## src/rtl/carry_skip_adder.sv

```systemverilog
module carry_skip_adder #(
  parameter int N = 16,
  parameter int M = 4
) (
  input  logic [N-1:0] a_i,
  input  logic [N-1:0] b_i,
  input  logic         c_i,
  output logic [N-1:0] sum_o,
  output logic         c_o
);
  localparam int GROUPS = N / M;

  if (M < 1 || (N % M) != 0) begin : g_bad_cfg
    $error("carry_skip_adder: group width must divide word width");
  end

  logic [GROUPS:0] gc;
  assign gc[0] = c_i;
  assign c_o   = gc[GROUPS];

  for (genvar g = 0; g < GROUPS; g++) begin : g_grp
    logic [M-1:0] ga, gb, prop, gen;
    logic [M:0]   chain;
    logic         skip;

    assign ga       = a_i[g*M +: M];
    assign gb       = b_i[g*M +: M];
    assign prop     = ga ^ gb;
    assign gen      = ga & gb;
    assign skip     = &prop;
    assign chain[0] = gc[g];

    for (genvar k = 0; k < M; k++) begin : g_bit
      assign chain[k+1]       = gen[k] | (prop[k] & chain[k]);
      assign sum_o[g*M + k]   = prop[k] ^ chain[k];
    end

    assign gc[g+1] = skip ? gc[g] : chain[M];

    always_comb begin

      if (skip) begin
        skip_pass_chk: assert (chain[M] == gc[g]);
      end

      if (!skip) begin
        ripple_sel_chk: assert (gc[g+1] == chain[M]);
      end

      if ((ga | gb) == '0) begin
        kill_grp_chk: assert (gc[g+1] == 1'b0);
      end

      if ((ga & gb) == {M{1'b1}}) begin
        gen_grp_chk: assert (gc[g+1] == 1'b1);
      end
    end
  end

  always_comb begin

    sum_ref_chk: assert ({c_o, sum_o} == ({1'b0, a_i} + {1'b0, b_i} + {{N{1'b0}}, c_i}));
  end
endmodule

```

## config.mk

```make
export PLATFORM = sky130hd
export DESIGN_NAME = carry_skip_adder
export DESIGN_NICKNAME = d
export VERILOG_FILES = /design/src/rtl/carry_skip_adder.sv
export SDC_FILE = /design/constraint.sdc
export NUM_CORES = 1
export LEC_CHECK = 0
export ABC_AREA = 1
export BUFFER_PORTS_ARGS = -buffer_cell sky130_fd_sc_hd__clkbuf_2
export CORE_MARGIN = 5
export CORE_UTILIZATION = 39
export DETAILED_ROUTE_END_ITERATION = 12
export GPL_TIMING_DRIVEN = 0
export PLACE_DENSITY = 0.86
export SYNTH_ARGS = -nofsm -noshare
export SYNTH_HDL_FRONTEND = slang
export SYNTH_SLANG_ARGS = --single-unit
```

## constraint.sdc

```tcl
create_clock -name vclk -period 11.95
set_input_delay 2.39 -clock vclk [all_inputs]
set_output_delay 2.39 -clock vclk [all_outputs]
set_load 0.01 [all_outputs]
```

# Word-level counts from Yosys, hierarchy flattened
# Cells that the tools add are included.
[totals]
word_cells = 64
regBits = 0
input_bits = 33
[op_classes]
n_reduce_logical = 4
mux = 4
bitwise_logic = 56
[op_table]
columns = ["operator", "n"]
rows = [
  ["AND 1 bit", 16],
  ["AND 4 bit", 4],
  ["bitwise OR 1 bit", 16],
  ["AND reduction 4 bit", 4],
  ["bitwise XOR 1 bit", 16],
  ["bitwise XOR 4 bit", 4],
  ["2-to-1 mux 1 bit", 4],
]

# Logic depth before layout (Yosys ltp)
# Gate-level depths: netlist of run 1.
[logic_depth]
ltp_word = 37
mapped_depth = 27
mapped_depth_nobuf = 27

# Worst setup path before layout of run 1
# Ideal clock, no wire load.
[synth_timing]
kind = "input to output"
start = "in a_i[0]"
end = "out sum_o[15]"
stages = 26
path_slack_ns = 0.220
arrival_ns = 9.340
path_buffers = 0
path_cell_list = "inv_1 > fa_1 > inv_1 > fa_1 > fa_1 > fa_1 > o21bai_2 > and2_2 > fa_1 > fa_1 > fa_1 > fa_1 > o21ai_4 > nand2_1 > fa_1 > fa_1 > fa_1 > fa_1 > or2_1 > and2_1 > fa_1 > fa_1 > fa_1 > inv_1 > fa_1 > inv_1"
[synth_via]
elab_chain_len = 35
[synth_lines]
columns = ["item", "line_no", "source"]
rows = [
  ["start, declared", "5", "input logic [N-1:0] a_i,"],
  ["bitwise XOR 4 bit", "28", "assign prop = ga ^ gb;"],
  ["AND 1 bit", "34", "assign chain[k+1] = gen[k] | (prop[k] & chain[k]);"],
  ["bitwise OR 1 bit", "34", ""],
  ["AND 1 bit", "34", ""],
  ["bitwise OR 1 bit", "34", ""],
  ["AND 1 bit", "34", ""],
  ["bitwise OR 1 bit", "34", ""],
  ["AND 1 bit", "34", ""],
  ["(+19 left out)", "--", ""],
  ["2-to-1 mux 1 bit *", "38", "assign gc[g+1] = skip ? gc[g] : chain[M];"],
  ["AND 1 bit *", "34", ""],
  ["bitwise OR 1 bit *", "34", ""],
  ["AND 1 bit *", "34", ""],
  ["bitwise OR 1 bit *", "34", ""],
  ["AND 1 bit *", "34", ""],
  ["bitwise OR 1 bit *", "34", ""],
  ["bitwise XOR 1 bit *", "35", "assign sum_o[g*M + k] = prop[k] ^ chain[k];"],
  ["end, declared", "8", "output logic [N-1:0] sum_o,"],
]
# Every way passes the cells marked *; elsewhere a longest branch is shown, timed or not.

# Worst setup path after layout of run 1
# Same ends and word-level chain as after synthesis.

==> flow_metrics.env, run 1 <==
export IMPL_antenna_found_initial=0
export IMPL_port_buffers=50
export IMPL_rows=15
export IMPL_post_synth_instance_area_sq_um=691
export IMPL_critical_path_startpoint_type="input port"
export IMPL_detail_route_first_pass_iterations=3
export IMPL_max_cap_violations=0
export IMPL_fill_cells=147
export IMPL_via_per_inst=4.28
export IMPL_floorplan_die_area_sq_mm=0.00271
export IMPL_synth_fp_nets=129
export IMPL_synth_warn=0
export IMPL_area_growth_pct=49.1
export IMPL_timing_final_crit_share_pct=98.1
export IMPL_timing_critical_path_required_ns=9.56
export IMPL_yosys_area_top_type="fa_1"
export IMPL_route_final_wire_length_um=1480
export IMPL_worst_ir_drop_vdd_v=0.0000241
export IMPL_timing_hold_violations_final=0
export IMPL_p_per_area_mw_per_mm2=52.1
export IMPL_post_dp_hpwl_um=1460
export IMPL_cts_hold_repair_buffers=0
export IMPL_die_w_um=52.1
export IMPL_route_detailed_wl_per_inst_um=10.6
export IMPL_finalMaxSlewViolations=0
export IMPL_fin_setup_tns_ns=0
export IMPL_globalRouteOverflowTotal=0
export IMPL_syn_mean_instance_area_sq_um=10.8
export IMPL_crit_end_element="output port"
export IMPL_routability_congestion_estimate=0.783
export IMPL_fin_crit_ns=11.73
export IMPL_total_power_mw=0.0536
export IMPL_report_final_setup_viol=0
export IMPL_synth_area_top_cells="fa_1 (46%), ha_1 (29%), inv_1 (5.4%)"
export IMPL_initial_utilization_pct=40.4
export IMPL_drc_violations=0
export IMPL_grt_pass1_wl_um=2300
export IMPL_antenna_cells_inserted=0
export IMPL_yosys_top_cells_count="fa_1 (16), ha_1 (16), inv_1 (10), nand2_1 (8), nor2_1 (3)"
export IMPL_track_usage_pct=10.8
export IMPL_layout_nets=181
export IMPL_die_h_um=52.1
export IMPL_power_leakage_nw=0.545
export IMPL_yosys_area_top_type_share_pct=46.4
export IMPL_layout_drive_gt1_share_pct=69.3
export IMPL_sequential_cell_area_sq_um=0
export IMPL_ant_nets=0
export IMPL_run_status="finished, final reports clean"
export IMPL_grt_max_degree=3
export IMPL_setup_worst_path_class="input port to output port"
export IMPL_relSlewSlack_pct=89.7
export IMPL_post_cts_buffers=0
export IMPL_maxClockFrequency_ghz=0.0853
export IMPL_final_util_pct=60.3
export IMPL_yosysUniqueCellTypes=15
export IMPL_vias=595
export IMPL_worstPathArrival_ns=9.34
export IMPL_number_of_standard_cells_after_synthesis=64
export IMPL_number_of_global_route_vias_before_repair=626
export IMPL_postLayoutCellArea_sq_mm=0.00103
export IMPL_synth_seq_area_share_pct=0
export IMPL_postPlaceCellArea_sq_um=972
export IMPL_design_portCount=50
export IMPL_worstMarginPinSlew_ns=0.155
export IMPL_grt_setup_unrepaired="true"
export IMPL_floorplan_core_area_sq_mm=0.00171
export IMPL_initialDrtViolationCount=2
export IMPL_final_clkbuf_count=0
export IMPL_design_seq_count=0
export IMPL_worstPathMaxFanout=2
export IMPL_hold_class="input port to output port"
[layout make-up]
class | instances | area, sq um | share of cell area, %
timing repair buffer | 50 | 256 | 24.9
tap | 25 | 31.3 | 3.04
inverter | 10 | 37.5 | 3.65
multi-input combinational | 54 | 704 | 68.4
[logic make-up (layout without fill, tap and decap cells)]
group	after synthesis	in the layout	synth area share, %
compound gates	2	2	3.99
fa+ha+maj	32	32	75.4
buf+inv	10	60	5.44
simple gates	20	20	15.2
[placed cells by master, fill, tap and decap left out, drive strengths merged, types with 2 or more instances in the layout]
cell type,n
clkbuf,49
ha,16
fa,16
inv,10
nand2,9
nor2,3
nand3,3
and2,2
or2,2
[critical path, stage by stage]
cell and delay (ns):
clkbuf_2 0.10, inv_2 0.06, fa_2 0.19, inv_2 0.04, fa_2 0.36, fa_2 0.37, fa_2 0.33, o21bai_4 0.18
and2_4 0.14, fa_2 0.36, fa_2 0.37, fa_2 0.37, fa_2 0.38, o21ai_4 0.08, nand2_2 0.08, fa_2 0.37
fa_2 0.37, fa_2 0.36, fa_2 0.32, or2_1 0.22, and2_4 0.16, fa_2 0.36, fa_2 0.38, fa_2 0.36
inv_2 0.06, fa_1 0.39, inv_1 0.08, buf_6 0.10
[layer usage]
metal | wire length [um] | track usage, % | vias up
met4 | 0 | 0 | 0
met3 | 184 | 2.01 | 0
met2 | 834 | 23.2 | 30
met5 | 0 | 0 | -
met1 | 460 | 10.8 | 272
li1 | - | - | 293
[where the power goes]
part,total (mW),internal (mW),switching (mW)
Clock,0,0,0
Sequential,0,0,0
Combinational,0.0536,0.0254,0.0282
[final timing paths]
kind | startpoint | end | cells after the start
max | a_i[0] | sum_o[15] | 28
min | b_i[8] | sum_o[8] | 3
[timing repair]
action	4_1_cts	5_1_grt
pin swaps	0	14
resized for setup	6	20
setup endpoints to repair	2	2
[through the flow]
stage | cells | worst slack (ns) | hold slack, ns
6_report | 139 | 0.222 | 5.19
5_1_grt | 139 | -0.0283 | 5.21
4_1_cts | 139 | 0.0185 | 5.16
3_5_place_dp | 139 | -0.262 | 5.16
3_3_place_gp | 139 | -0.160 | 5.16
2_1_floorplan | 64 | 0.220 | 4.97
Note: power is estimated with default switching activity, not from simulation.
==> run 2: changes to the inputs <==
--- a/config.mk
+++ b/config.mk
@@ -7,4 +7,5 @@
 export LEC_CHECK = 0
 export ABC_AREA = 1
+export ABC_CLOCK_PERIOD_IN_PS = 11950
 export BUFFER_PORTS_ARGS = -buffer_cell sky130_fd_sc_hd__clkbuf_2
 export CORE_MARGIN = 5
==> constraint.sdc (replaced) <==
create_clock -name vclk -period 11.95
set_input_delay 1.7925 -clock vclk [all_inputs]
set_output_delay 1.7925 -clock vclk [all_outputs]
set_load 0.01 [all_outputs]
==> flow_metrics.env, run 2 (synthesized netlist as in run 1, its figures left out) <==
export IMPL_run_status="finished, final reports clean"
export IMPL_antenna_found_initial=0
export IMPL_die_w_um=52.1
export IMPL_via_per_inst=4.25
export IMPL_grt_pass1_wl_um=2250
export IMPL_worst_path_dominant_cell_family="adder cells"
export IMPL_routability_congestion_estimate=0.783
export IMPL_final_util_pct=56.9
export IMPL_post_cts_buffers=0
export IMPL_worst_ir_drop_vdd_v=0.0000208
export IMPL_p_per_area_mw_per_mm2=49.9
export IMPL_hold_path_depth=3
export IMPL_timing_critical_path_mode_cell="fa_1"
export IMPL_number_of_global_route_vias_before_repair=620
export IMPL_fin_setup_tns_ns=0
export IMPL_switching_power_mw=0.0263
export IMPL_final_cell_count_no_fill=139
export IMPL_track_usage_pct=10.5
export IMPL_p_int_mw=0.0222
export IMPL_slowest_cp_cell="fa_1"
export IMPL_worstPathMaxFanout=2
export IMPL_grt_setup_unrepaired="false"
export IMPL_ant_nets=0
export IMPL_design_portCount=50
export IMPL_cts_hold_repair_buffers=0
export IMPL_fill_cells=161
export IMPL_globalRouteOverflowTotal=0
export IMPL_hold_path_startpoint="b_i[8]"
export IMPL_route_final_wire_length_um=1460
export IMPL_layout_drive_gt1_share_pct=50.0
export IMPL_port_buffers=50
export IMPL_max_cap_violations=0
export IMPL_sequential_cell_area_sq_um=0
export IMPL_worstPathArrival_ns=9.18
export IMPL_layout_nets=181
export IMPL_finalMaxSlewViolations=0
export IMPL_grt_max_degree=3
export IMPL_crit_end_element="output port"
export IMPL_final_cell_mix="clkbuf_2 (50), fa_1 (16), ha_1 (16)"
export IMPL_antenna_cells_inserted=0
export IMPL_drc_violations=0
export IMPL_mostFrequentLayoutCell="clkbuf_2"
export IMPL_fin_crit_ns=10.98
export IMPL_setup_worst_path_class="input port to output port"
export IMPL_power_leakage_nw=0.555
export IMPL_route_detailed_wl_per_inst_um=10.5
export IMPL_clock_power_share_pct=0
export IMPL_area_growth_pct=40.8
export IMPL_floorplan_die_area_sq_mm=0.00271
export IMPL_critical_path_max_stage_delay_ns=0.41
export IMPL_dp_cells=139
export IMPL_report_final_setup_viol=0
export IMPL_timing_critical_path_required_ns=10.16
export IMPL_hold_class="input port to output port"
export IMPL_post_dp_hpwl_um=1460
export IMPL_min_delay_worst_endpoint="sum_o[8]"
export IMPL_p_seq_share_pct=0
export IMPL_sw_frac_of_total_pct=54.3
export IMPL_worstMarginPinSlew_ns=0.157
export IMPL_rows=15
export IMPL_number_of_buffers_and_inverters_on_the_critical_path=6
export IMPL_detail_route_first_pass_iterations=2
export IMPL_die_h_um=52.1
export IMPL_critical_path_startpoint_type="input port"
export IMPL_maxClockFrequency_ghz=0.0911
export IMPL_combPwrFrac_pct=100.0
export IMPL_final_clkbuf_count=0
export IMPL_relSlewSlack_pct=89.5
export IMPL_timing_final_crit_share_pct=91.9
export IMPL_floorplan_core_area_sq_mm=0.00171
export IMPL_cts_resized=0
export IMPL_vias=591
export IMPL_initial_utilization_pct=40.4
export IMPL_initialDrtViolationCount=5
export IMPL_design_seq_count=0
export IMPL_timing_hold_violations_final=0
## run 2: worst max path at each step
stage | start | to | slack (ns) | depth (start not counted)
finish | c_i | sum_o[15] | 0.97 | 28
global route | a_i[0] | sum_o[15] | 0.66 | 28
CTS | a_i[0] | sum_o[15] | 0.93 | 28
detailed placement | a_i[0] | sum_o[15] | 0.93 | 28
global placement | a_i[0] | sum_o[15] | 1.03 | 28
floorplan | a_i[0] | sum_o[15] | 1.41 | 26
## run 2: power groups by stage
stage / registers (mW) / clock network, mW / logic (mW)
final: 0 / 0 / 0.0485
after global routing: 0 / 0 / 0.0556
after CTS: 0 / 0 / 0.0499
after detailed placement: 0 / 0 / 0.0497
after global placement: 0 / 0 / 0.0480
after floorplan: 0 / 0 / 0.0294
## run 2: metrics by stage
| stage | cell area [sq um] | total power, mW | setup slack, ns | hold WS [ns] |
|---|---|---|---|---|
| after floorplan | 691 | 0.0294 | 1.41 | 3.77 |
| after global placement | 972 | 0.0480 | 1.03 | 3.96 |
| after detailed placement | 972 | 0.0497 | 0.933 | 3.96 |
| after CTS | 972 | 0.0499 | 0.928 | 3.96 |
| after global routing | 972 | 0.0556 | 0.659 | 3.98 |
| final | 972 | 0.0485 | 0.973 | 3.96 |
## run 2: layer usage
layer	vias to the layer above	share of wire [%]	GRT usage [%]
li1	291	-	-
met2	30	55	23.2
met3	0	13	2.01
met5	-	0	0
met4	0	0	0
met1	270	33	10.1
## run 2: area by class of cell
type / count / area, sq um / area share [%]
repair buffers: 50 / 250 / 25.7
inverters: 10 / 37.5 / 3.86
well taps: 25 / 31.3 / 3.22
multi-input cells: 54 / 653 / 67.2
==> run 3: changes to the inputs <==
PLACE_DENSITY = 0.8   (was 0.86)
==> flow_metrics.env, run 3 (synthesized netlist as in run 1, its figures left out) <==
export IMPL_crit_path_start="c_i"
export IMPL_grt_max_degree=3
export IMPL_postPlaceCellArea_sq_um=972
export IMPL_worst_path_dominant_cell_family="adder cells"
export IMPL_routability_congestion_estimate=0.767
export IMPL_final_util_pct=56.9
export IMPL_cts_hold_repair_buffers=0
export IMPL_final_cell_mix="clkbuf_2 (50), fa_1 (16), ha_1 (16)"
export IMPL_globalRouteOverflowTotal=0
export IMPL_route_final_wire_length_um=1490
export IMPL_fin_crit_ns=11.03
export IMPL_postLayoutCellArea_sq_um=972
export IMPL_timing_critical_path_mode_cell="fa_1"
export IMPL_max_cap_violations=0
export IMPL_fill_cells=167
export IMPL_power_leakage_nw=0.555
export IMPL_worstMarginPinSlew_ns=0.168
export IMPL_ant_nets=0
export IMPL_initial_utilization_pct=40.4
export IMPL_worstPathMaxFanout=2
export IMPL_track_usage_pct=11.8
export IMPL_mostFrequentLayoutCell="clkbuf_2"
export IMPL_p_per_area_mw_per_mm2=50.4
export IMPL_floorplan_die_area_sq_mm=0.00271
export IMPL_final_clkbuf_count=0
export IMPL_slowest_cp_cell="fa_1"
export IMPL_post_dp_hpwl_um=1490
export IMPL_fin_ws_ns=0.922
export IMPL_critical_path_startpoint_type="input port"
export IMPL_setup_worst_path_class="input port to output port"
export IMPL_grt_pass1_wl_um=2530
export IMPL_grt_setup_unrepaired="false"
export IMPL_total_power_mw=0.0490
export IMPL_design_seq_count=0
export IMPL_number_of_buffers_and_inverters_on_the_critical_path=6
export IMPL_report_final_setup_viol=0
export IMPL_finalMaxSlewViolations=0
export IMPL_route_detailed_wl_per_inst_um=10.7
export IMPL_drc_violations=0
export IMPL_floorplan_core_area_sq_mm=0.00171
export IMPL_layout_nets=181
export IMPL_hold_path_depth=3
export IMPL_detail_route_first_pass_iterations=4
export IMPL_sequential_cell_area_sq_um=0
export IMPL_run_status="finished, final reports clean"
export IMPL_rows=15
export IMPL_timing_hold_violations_final=0
export IMPL_worstPathArrival_ns=9.24
export IMPL_post_cts_buffers=0
export IMPL_die_h_um=52.1
export IMPL_multiInputGateArea_sq_um=653
export IMPL_fin_setup_tns_ns=0
export IMPL_maxClockFrequency_ghz=0.0907
export IMPL_number_of_global_route_vias_before_repair=668
export IMPL_port_buffers=50
export IMPL_layout_drive_gt1_share_pct=50.0
export IMPL_crit_end_element="output port"
export IMPL_worst_ir_drop_vdd_v=0.0000216
export IMPL_antenna_found_initial=0
export IMPL_timing_critical_path_required_ns=10.16
export IMPL_timing_final_crit_share_pct=92.3
export IMPL_via_per_inst=4.29
export IMPL_design_portCount=50
export IMPL_relSlewSlack_pct=88.7
export IMPL_placement_setup_worst_slack_ns=0.831
export IMPL_critical_path_depth=28
export IMPL_initialDrtViolationCount=3
export IMPL_area_growth_pct=40.8
export IMPL_hold_class="input port to output port"
export IMPL_cts_resized=0
export IMPL_vias=597
export IMPL_setup_worst_path_end="sum_o[15]"
export IMPL_antenna_cells_inserted=0
export IMPL_die_w_um=52.1
export IMPL_critical_path_max_stage_delay_ns=0.42
-- run 3: cell counts in the layout (fill, tap and decap cells not counted) --
Identical to the previous run, type by type.
-- run 3: through the flow --
| step | hold WS (ns) | instances |
|---|---|---|
| CTS | 3.97 | 139 |
| global placement | 3.96 | 139 |
| floorplan | 3.77 | 64 |
| global route | 3.98 | 139 |
| finish | 3.96 | 139 |
| detailed placement | 3.97 | 139 |
-- run 3: routing by layer --
metal  track usage (%)  vias up  routed length [um]
met5                 0        -                   0
met1              12.8      278                 505
met3             0.287        0                 102
li1                  -      293                   -
met2              25.7       26                 880
met4                 0        0                   0
-- run 3: where the power goes --
group	switching [mW]	leakage (nW)	internal, mW
registers	0	0	0
logic	0.0265	0.555	0.0225
clock network	0	0	0
-- run 3: tightest hold or removal path, stage by stage --
cell	delay, ns
clkbuf_2	0.10
fa_1	0.15
clkbuf_2	0.12
-- run 3: final cells by class --
cell class	instances	share of cell area [%]
Inverter	10	3.86
Multi-Input combinational cell	54	67.2
Tap cell	25	3.22
Timing Repair Buffer	50	25.7
-- run 3: worst min path at each step --
| stage | startpoint | endpoint | slack [ns] |
|---|---|---|---|
| floorplan | b_i[10] | sum_o[10] | 3.77 |
| global placement | b_i[11] | sum_o[11] | 3.96 |
| detailed placement | b_i[4] | sum_o[4] | 3.97 |
| CTS | b_i[4] | sum_o[4] | 3.97 |
| global route | b_i[9] | sum_o[9] | 3.98 |
| finish | b_i[4] | sum_o[4] | 3.96 |
